===== src/rtl/cif_pkg.sv =====
package cif_pkg;
   localparam int FLAG_COUNT = 6;

   // Flag bit positions; software decodes these, so they are fixed.
   localparam int B_RES_RDY = 0;
   localparam int B_SMP_RDY = 1;
   localparam int B_WIN     = 2;
   localparam int B_RES_OVW = 3;
   localparam int B_SMP_OVW = 4;
   localparam int B_TRG_OVR = 5;

   typedef enum logic [1:0] {
      ACC_NONE   = 2'd0,
      ACC_FLAGS  = 2'd1,
      ACC_SAMPLE = 2'd2,
      ACC_RESULT = 2'd3
   } acc_kind_e;

   typedef struct packed {
      logic trg_ovr;
      logic smp_ovw;
      logic res_ovw;
      logic win;
      logic smp_rdy;
      logic res_rdy;
   } flag_vec_t;
endpackage


===== src/rtl/cif_bus_decode.sv =====
module cif_bus_decode
   import cif_pkg::*;
#(
   parameter int ADDR_W      = 8,
   parameter int DATA_W      = 8,
   parameter int NF          = FLAG_COUNT,
   parameter int FLAG_ADDR   = 5,
   parameter int SAMPLE_ADDR = 12,
   parameter int RESULT_ADDR = 14
) (
   input  logic [ADDR_W-1:0] addr,
   input  logic              wr,
   input  logic              rd,
   input  logic [NF-1:0]     wdata_lo,
   output logic [NF-1:0]     w1c_mask,
   output logic              flag_read,
   output logic              smp_read,
   output logic              res_read
);
   localparam logic [ADDR_W-1:0] A_FLAG = ADDR_W'(FLAG_ADDR);
   localparam logic [ADDR_W-1:0] A_SMP  = ADDR_W'(SAMPLE_ADDR);
   localparam logic [ADDR_W-1:0] A_RES  = ADDR_W'(RESULT_ADDR);

   acc_kind_e kind;

   always_comb begin
      if (addr == A_FLAG)
         kind = ACC_FLAGS;
      else if (addr == A_SMP)
         kind = ACC_SAMPLE;
      else if (addr == A_RES)
         kind = ACC_RESULT;
      else
         kind = ACC_NONE;
   end

   always_comb begin
      w1c_mask  = (wr && kind == ACC_FLAGS) ? wdata_lo : '0;
      flag_read = rd && (kind == ACC_FLAGS);
      smp_read  = rd && (kind == ACC_SAMPLE);
      res_read  = rd && (kind == ACC_RESULT);
   end
endmodule


===== src/rtl/cif_unread.sv =====
module cif_unread (
   input  logic clk,
   input  logic rst_n,
   input  logic new_data,
   input  logic data_read,
   output logic overwrite
);
   logic pending_q;

   // A read in the same cycle as a strobe consumes the old value.
   assign overwrite = new_data && pending_q && !data_read;

   always_ff @(posedge clk or negedge rst_n) begin
      if (!rst_n)
         pending_q <= 1'b0;
      else if (new_data)
         pending_q <= 1'b1;
      else if (data_read)
         pending_q <= 1'b0;
   end
endmodule


===== src/rtl/cif_flag_bank.sv =====
module cif_flag_bank #(
   parameter int NF = 6
) (
   input  logic          clk,
   input  logic          rst_n,
   input  logic [NF-1:0] set_ev,
   input  logic [NF-1:0] clr_ev,
   output logic [NF-1:0] flags
);
   for (genvar i = 0; i < NF; i++) begin : g_cell
      logic cell_q;
      always_ff @(posedge clk or negedge rst_n) begin
         if (!rst_n)
            cell_q <= 1'b0;
         else if (set_ev[i])
            cell_q <= 1'b1;
         else if (clr_ev[i])
            cell_q <= 1'b0;
      end
      assign flags[i] = cell_q;
   end
endmodule


===== src/rtl/cif_irq_out.sv =====
module cif_irq_out #(
   parameter int NF         = 6,
   parameter int DATA_W     = 8,
   parameter bit REGISTERED = 1'b0
) (
   input  logic              clk,
   input  logic              rst_n,
   input  logic [NF-1:0]     flags,
   input  logic [DATA_W-1:0] enable,
   output logic              irq
);
   logic [DATA_W-1:0] wide;
   logic              any;

   assign wide = DATA_W'(flags);
   assign any  = |(wide & enable);

   if (REGISTERED) begin : g_reg
      logic irq_q;
      always_ff @(posedge clk or negedge rst_n) begin
         if (!rst_n)
            irq_q <= 1'b0;
         else
            irq_q <= any;
      end
      assign irq = irq_q;
   end else begin : g_comb
      logic unused_clk;
      assign unused_clk = clk ^ rst_n;
      assign irq = any;
   end
endmodule


===== src/rtl/cif_flag_reg.sv =====
module cif_flag_reg
   import cif_pkg::*;
#(
   parameter int ADDR_W       = 8,
   parameter int DATA_W       = 8,
   parameter int FLAG_ADDR    = 5,
   parameter int SAMPLE_ADDR  = 12,
   parameter int RESULT_ADDR  = 14,
   parameter bit IRQ_REGISTER = 1'b0
) (
   input  logic              clk,
   input  logic              rst_n,
   input  logic [ADDR_W-1:0] bus_addr,
   input  logic              bus_wr,
   input  logic              bus_rd,
   input  logic [DATA_W-1:0] bus_wdata,
   output logic [DATA_W-1:0] bus_rdata,
   input  logic              start_trig,
   input  logic              conv_busy,
   input  logic              sample_done,
   input  logic              result_done,
   input  logic              win_match,
   input  logic [DATA_W-1:0] irq_en,
   output logic              irq
);
   localparam int NF  = FLAG_COUNT;
   localparam int PAD = DATA_W - NF;

   if (DATA_W < NF) begin : g_chk_width
      $error("DATA_W must hold all flag bits");
   end
   if (FLAG_ADDR == SAMPLE_ADDR || FLAG_ADDR == RESULT_ADDR ||
       SAMPLE_ADDR == RESULT_ADDR) begin : g_chk_addr
      $error("register addresses must be distinct");
   end
   if (FLAG_ADDR >= (1 << ADDR_W) || SAMPLE_ADDR >= (1 << ADDR_W) ||
       RESULT_ADDR >= (1 << ADDR_W)) begin : g_chk_range
      $error("register address outside ADDR_W");
   end

   logic [NF-1:0] w1c_mask;
   logic          flag_read, smp_read, res_read;
   logic          smp_ovw, res_ovw;
   logic [NF-1:0] set_ev, clr_ev, flags;
   logic [DATA_W-1:0] rdata_q;

   if (PAD > 0) begin : g_hi
      logic unused_wdata_hi;
      assign unused_wdata_hi = ^bus_wdata[DATA_W-1:NF];
   end

   cif_bus_decode #(
      .ADDR_W(ADDR_W), .DATA_W(DATA_W), .NF(NF),
      .FLAG_ADDR(FLAG_ADDR), .SAMPLE_ADDR(SAMPLE_ADDR), .RESULT_ADDR(RESULT_ADDR)
   ) u_dec (
      .addr(bus_addr), .wr(bus_wr), .rd(bus_rd), .wdata_lo(bus_wdata[NF-1:0]),
      .w1c_mask(w1c_mask), .flag_read(flag_read),
      .smp_read(smp_read), .res_read(res_read)
   );

   cif_unread u_smp_track (
      .clk(clk), .rst_n(rst_n), .new_data(sample_done),
      .data_read(smp_read), .overwrite(smp_ovw)
   );

   cif_unread u_res_track (
      .clk(clk), .rst_n(rst_n), .new_data(result_done),
      .data_read(res_read), .overwrite(res_ovw)
   );

   always_comb begin
      set_ev            = '0;
      set_ev[B_TRG_OVR] = start_trig && conv_busy;
      set_ev[B_SMP_OVW] = smp_ovw;
      set_ev[B_RES_OVW] = res_ovw;
      set_ev[B_WIN]     = result_done && win_match;
      set_ev[B_SMP_RDY] = sample_done;
      set_ev[B_RES_RDY] = result_done;

      clr_ev            = w1c_mask;
      clr_ev[B_SMP_RDY] = w1c_mask[B_SMP_RDY] || smp_read;
      clr_ev[B_RES_RDY] = w1c_mask[B_RES_RDY] || res_read;
   end

   cif_flag_bank #(.NF(NF)) u_bank (
      .clk(clk), .rst_n(rst_n), .set_ev(set_ev), .clr_ev(clr_ev), .flags(flags)
   );

   always_ff @(posedge clk or negedge rst_n) begin
      if (!rst_n)
         rdata_q <= '0;
      else if (flag_read)
         rdata_q <= DATA_W'(flags);
      else
         rdata_q <= '0;
   end
   assign bus_rdata = rdata_q;

   cif_irq_out #(.NF(NF), .DATA_W(DATA_W), .REGISTERED(IRQ_REGISTER)) u_irq (
      .clk(clk), .rst_n(rst_n), .flags(flags), .enable(irq_en), .irq(irq)
   );
endmodule


===== config.mk =====
export PLATFORM = sky130hd
export DESIGN_NAME = cif_flag_reg
export DESIGN_NICKNAME = d
export VERILOG_FILES = /design/src/rtl/cif_pkg.sv /design/src/rtl/cif_bus_decode.sv /design/src/rtl/cif_unread.sv /design/src/rtl/cif_flag_bank.sv /design/src/rtl/cif_irq_out.sv /design/src/rtl/cif_flag_reg.sv
export SDC_FILE = /design/constraint.sdc
export NUM_CORES = 1
export LEC_CHECK = 0
export ABC_AREA = 1
export CAP_MARGIN = 20
export CORE_AREA = 2 2 39 41
export CTS_BUF_LIST = sky130_fd_sc_hd__clkbuf_16
export DETAILED_ROUTE_END_ITERATION = 12
export DIE_AREA = 0 0 41 43
export DONT_BUFFER_PORTS = 1
export PLACE_DENSITY = 0.67
export SLEW_MARGIN = 10
export SYNTH_ARGS = -nofsm -noshare
export SYNTH_HDL_FRONTEND = slang
export SYNTH_SLANG_ARGS = --single-unit

===== constraint.sdc =====
create_clock -name clk -period 1.1 [get_ports clk]
set_input_delay 0 -clock clk [delete_from_list [all_inputs] [get_ports clk]]
set_output_delay 0 -clock clk [all_outputs]
set_load 0.01 [all_outputs]

# Yosys cells after proc, flatten, opt, wreduce, memory -nomap -nowiden
# Index checks and enable logic that the tools add are counted.
# W data, S select, Z words.
[totals]
regBits = 14
input_bits = 33
output_inout_bits = 9
word_cells = 60
[op_classes]
eq_ne = 6
mux = 21
n_bitwise = 1
n_reduce_logical = 23
[op_table]
columns = ["op", "count"]
rows = [
  ["$eq A8 B4 Y1 const B", 2],
  ["$mux W1", 16],
  ["$reduce_bool A2 Y1", 8],
  ["$mux W6", 2],
  ["$logic_and A1 B1 Y1", 10],
  ["$and A6 B8 Y8", 1],
  ["$eq A8 B3 Y1 const B", 1],
  ["$reduce_or A8 Y1", 1],
  ["$mux W2", 3],
  ["$eq A2 B2 Y1 const B", 2],
  ["$eq A2 B1 Y1 const B", 1],
  ["$logic_not A1 Y1", 2],
  ["$logic_or A1 B1 Y1", 2],
]

# Depth between registers and ports, before layout
[depth]
ltp_word = 10
ltp_mapped = 7
mapped_depth_nobuf = 7

# Modules after synthesis
# A second synthesis with hierarchy kept.
[hier_totals]
hier_cells = 136
hier_area_um2 = 884.6
[modules_own_cells]
columns = ["mod", "instances", "cells_per_inst", "area_per_inst_um2", "seq_area_each_um2"]
rows = [
  ["cif_flag_bank", 1, 36, 285.3, 150.1],
  ["cif_flag_reg", 1, 31, 251.5, 150.1],
  ["cif_bus_decode", 1, 43, 207.7, 0.0],
  ["cif_unread", 2, 7, 47.5, 25.0],
  ["cif_irq_out", 1, 12, 45.0, 0.0],
]

# Worst setup path before layout
# No wires, ideal clock.
[synth_path]
path_kind = "register to output"
start = "register u_bank.g_cell[1].cell_q"
end = "output port irq"
arrival_ns = 0.764
t_required_ns = 1.100
path_slack_ns = 0.336
stages_incl_launch_ff = 4
path_buffers = 0
cell_sequence = "dfrtp_1 > a22o_1 > a21oi_1 > nand2_1"
[synth_via]
elab_chain_len = 2
[synth_rtl]
columns = ["item", "line", "source"]
rows = [
  ["start, declared", "cif_flag_bank.sv:11", "logic cell_q;"],
  ["start signal, assigned", "cif_flag_bank.sv:14", "cell_q <= 1'b0;"],
  ["start signal, assigned", "cif_flag_bank.sv:16", "cell_q <= 1'b1;"],
  ["start signal, assigned", "cif_flag_bank.sv:18", "cell_q <= 1'b0;"],
  ["$and A6 B8 Y8", "cif_irq_out.sv:16", "assign any = |(wide & enable);"],
  ["$reduce_or A8 Y1", "cif_irq_out.sv:16", ""],
  ["end, declared", "cif_flag_reg.sv:24", "output logic irq"],
]
# Every way passes these cells.

# Worst setup path in the final report
[layout_path]
start = "register u_bank.g_cell[3].cell_q"
end = "output port irq"
[layout_via]
elab_chain_len = 2
[layout_rtl]
columns = ["item", "line"]
rows = [
  ["start, declared", "cif_flag_bank.sv:11"],
  ["start signal, assigned", "cif_flag_bank.sv:14"],
  ["start signal, assigned", "cif_flag_bank.sv:16"],
  ["start signal, assigned", "cif_flag_bank.sv:18"],
  ["$and A6 B8 Y8", "cif_irq_out.sv:16"],
  ["$reduce_or A8 Y1", "cif_irq_out.sv:16"],
]
# Every way passes these cells.

==> reports/results.ini <==
[worst_setup_path]
required_ns=1.10
endpoint_kind=primary output
worst_ep_arrival_time_ns=1.07
crit_start=u_bank.g_cell[3].cell_q$_DFFE_PN0P_
r2r_slack_ns=0.33
reg2reg_to=u_bank.g_cell[1].cell_q$_DFFE_PN0P_
critPathMaxFanout=3
path_class=reg2out
start_kind=flip-flop
rr_worst_depth=3
r2r_start=u_bank.g_cell[1].cell_q$_DFFE_PN0P_

[min_path]
hold_start=bus_rd
whs_endpoint=u_smp_track.pending_q$_DFFE_PN0P_
hold_depth=3
holdCritPathClass=in2reg

[cells_and_area]
antenna_cells=0
final_nets=138
syn_to_final_growth_pct=35.66
final_cell_area_sq_um=899.6
fillers=118
drive_gt1_frac=0.07767

[power_and_ir_drop]
leakage_nw=0.5120
finalPower_mw=1.260
vdd_drop_max_mv=0.6511
power-per-cell-area_nw_per_um2=1400

[sta]
timing.fmax_ghz=0.9308
period_needed_ns=1.074
worst_slew_pin_slew_ns=0.6358
relSlewSlack=0.5748
skew_ns=0.0009038
slew_viol_final=0
setup_violations=0
hold_violations=0
period_share=0.9767
tns_ns=0

[grt]
grt_pass1_wl_um=2297
grt_overflow_total=0
grt_pass1_vias=567
antenna_found_initial=0
grt_start_max_net_pins=15
grt_usage=0.1955

[floorplan]
die_area_sq_um=1763
core_area_sq_um=1384
io_pins=42
dieHeight_um=43
initial_utilization=0.4792
fp-row-count=14
fp.dieW_um=41

[clock_network]
htreeDepth=1
insertion_delay_ns=0.23
cts_buffer_depth=2
cts_num_sinks=14
cts_resized=0
path_clk_slew_ns=0.04
cts_tree=yes
cts_made_buffers=3
root_buffer=clkbuf_16

[placement]
hpwl_um=937.1
placed_area_sq_um=671.9
port_buffers=0
gp_congestion=0.7459

[logic_synthesis]
synth.area.top_cells=dfrtp_1 53%, nand2_1 12%, inv_1 9.6%
synthCells=85
syn_area_sq_um=663.1
ys_seq_elements=14
yosys_warnings=0
synth_top_area_share=0.5283
synth_area_per_cell_sq_um=7.802
yosysUniqueCellTypes=14
synth_top_area_cell=dfrtp_1
ys_seq_area_frac=0.5283

[detailed_routing]
postRouteAntennaNets=0
vias=586
drt_iter0_markers=8
routed_wl_um=1509
drc=0
vias_per_cell=4.924
firstDrtPassIters=4
routedWlPerCell_um=12.68

[outcome]
status=finished clean

[job]
max_cap_violations=0

-- per-layer routing --
layer,part of all wire,up-vias,GRT usage
met5,0,-,0
met4,0.015,0,0.1200
met3,0.076,2,0.05236
met2,0.52,26,0.3281
met1,0.39,265,0.1987
li1,-,293,-
-- worst max-delay path, cell delays in order (launching register included) --
cell,delay [ns]
dfrtp_1,0.39
a22o_1,0.22
a21oi_1,0.12
nand2_1,0.11
-- timing repair --
action                                 CTS  global route
hold buffers                            13             0
setup endpoints to repair                0             1
setup buffers                            0             3
endpoints found under the hold margin   22             0
-- power breakdown --
| group | switching (mW) | internal, mW | leakage [nW] |
|---|---|---|---|
| Sequential | 0.000908 | 0.518 | 0.154 |
| Clock | 0.182 | 0.473 | 0.0370 |
| Combinational | 0.0409 | 0.0451 | 0.321 |
| Total | 0.223 | 1.04 | 0.512 |
-- cells in the mapped netlist, drive strengths merged --
| cell | n |
|---|---|
| a21oi | 2 |
| a22o | 2 |
| buf | 2 |
| conb | 1 |
| dfrtp | 14 |
| inv | 17 |
| nand2 | 23 |
| nand3 | 6 |
| nand4 | 1 |
| nor2 | 12 |
| nor3 | 1 |
| o21ai | 4 |
-- kinds of logic after synthesis --
kind of cell	share of synthesized area
simple gates	0.2755
buf+inv	0.1189
flops	0.5283
compound gates	0.07170
other cells	0.005655
-- metrics by stage --
stage | std cells | utilization | setup WS, ns | hold WS, ns
CTS | 116 | 0.6338 | 0.02194 | 0.01125
global route | 119 | 0.6501 | -0.0008564 | 0.05300
global placement | 100 | 0.4855 | 0.2887 | -0.2953
floorplan | 86 | - | 0.3355 | -0.2956
finish | 119 | 0.6501 | 0.02565 | 0.02396
detailed placement | 100 | 0.4855 | 0.2771 | -0.2953
-- registers in the layout (all words and copies together), names as in the netlist --
name / flops
bus_rdata: 6
u_smp_track.pending_q: 1
u_res_track.pending_q: 1
u_bank.g_cell.cell_q: 6
-- worst max-delay path by stage --
stage | end | slack, ns | cells after the start
after floorplan | irq | 0.34 | 3
after global placement | irq | 0.29 | 3
after detailed placement | irq | 0.28 | 3
after CTS | irq | 0.02 | 3
after global routing | irq | -0.0009 | 3
final | irq | 0.03 | 3
-- layout by cell type, fill, tap and decap left out --
master          n
buf_4           3
nor3_1          1
nor2_1         11
clkbuf_16       3
dlygate4sd3_1  13
conb_1          2
o21ai_1         4
nand2_2         1
nand3_1         6
nand4_1         1
inv_1          17
nand2_1        22
a21oi_1         2
a22o_1          2
nor2_4          1
dfrtp_1        14
-- area by class of cell --
class | instances | area (sq um) | share of cell area
sequential | 14 | 350.3 | 0.3894
multi-input combinational | 53 | 237.7 | 0.2643
timing repair buffer | 16 | 152.6 | 0.1697
clock buffer | 3 | 75.07 | 0.08345
inverter | 17 | 63.81 | 0.07093
tap | 16 | 20.02 | 0.02225
(Power assumes the default switching activity.)
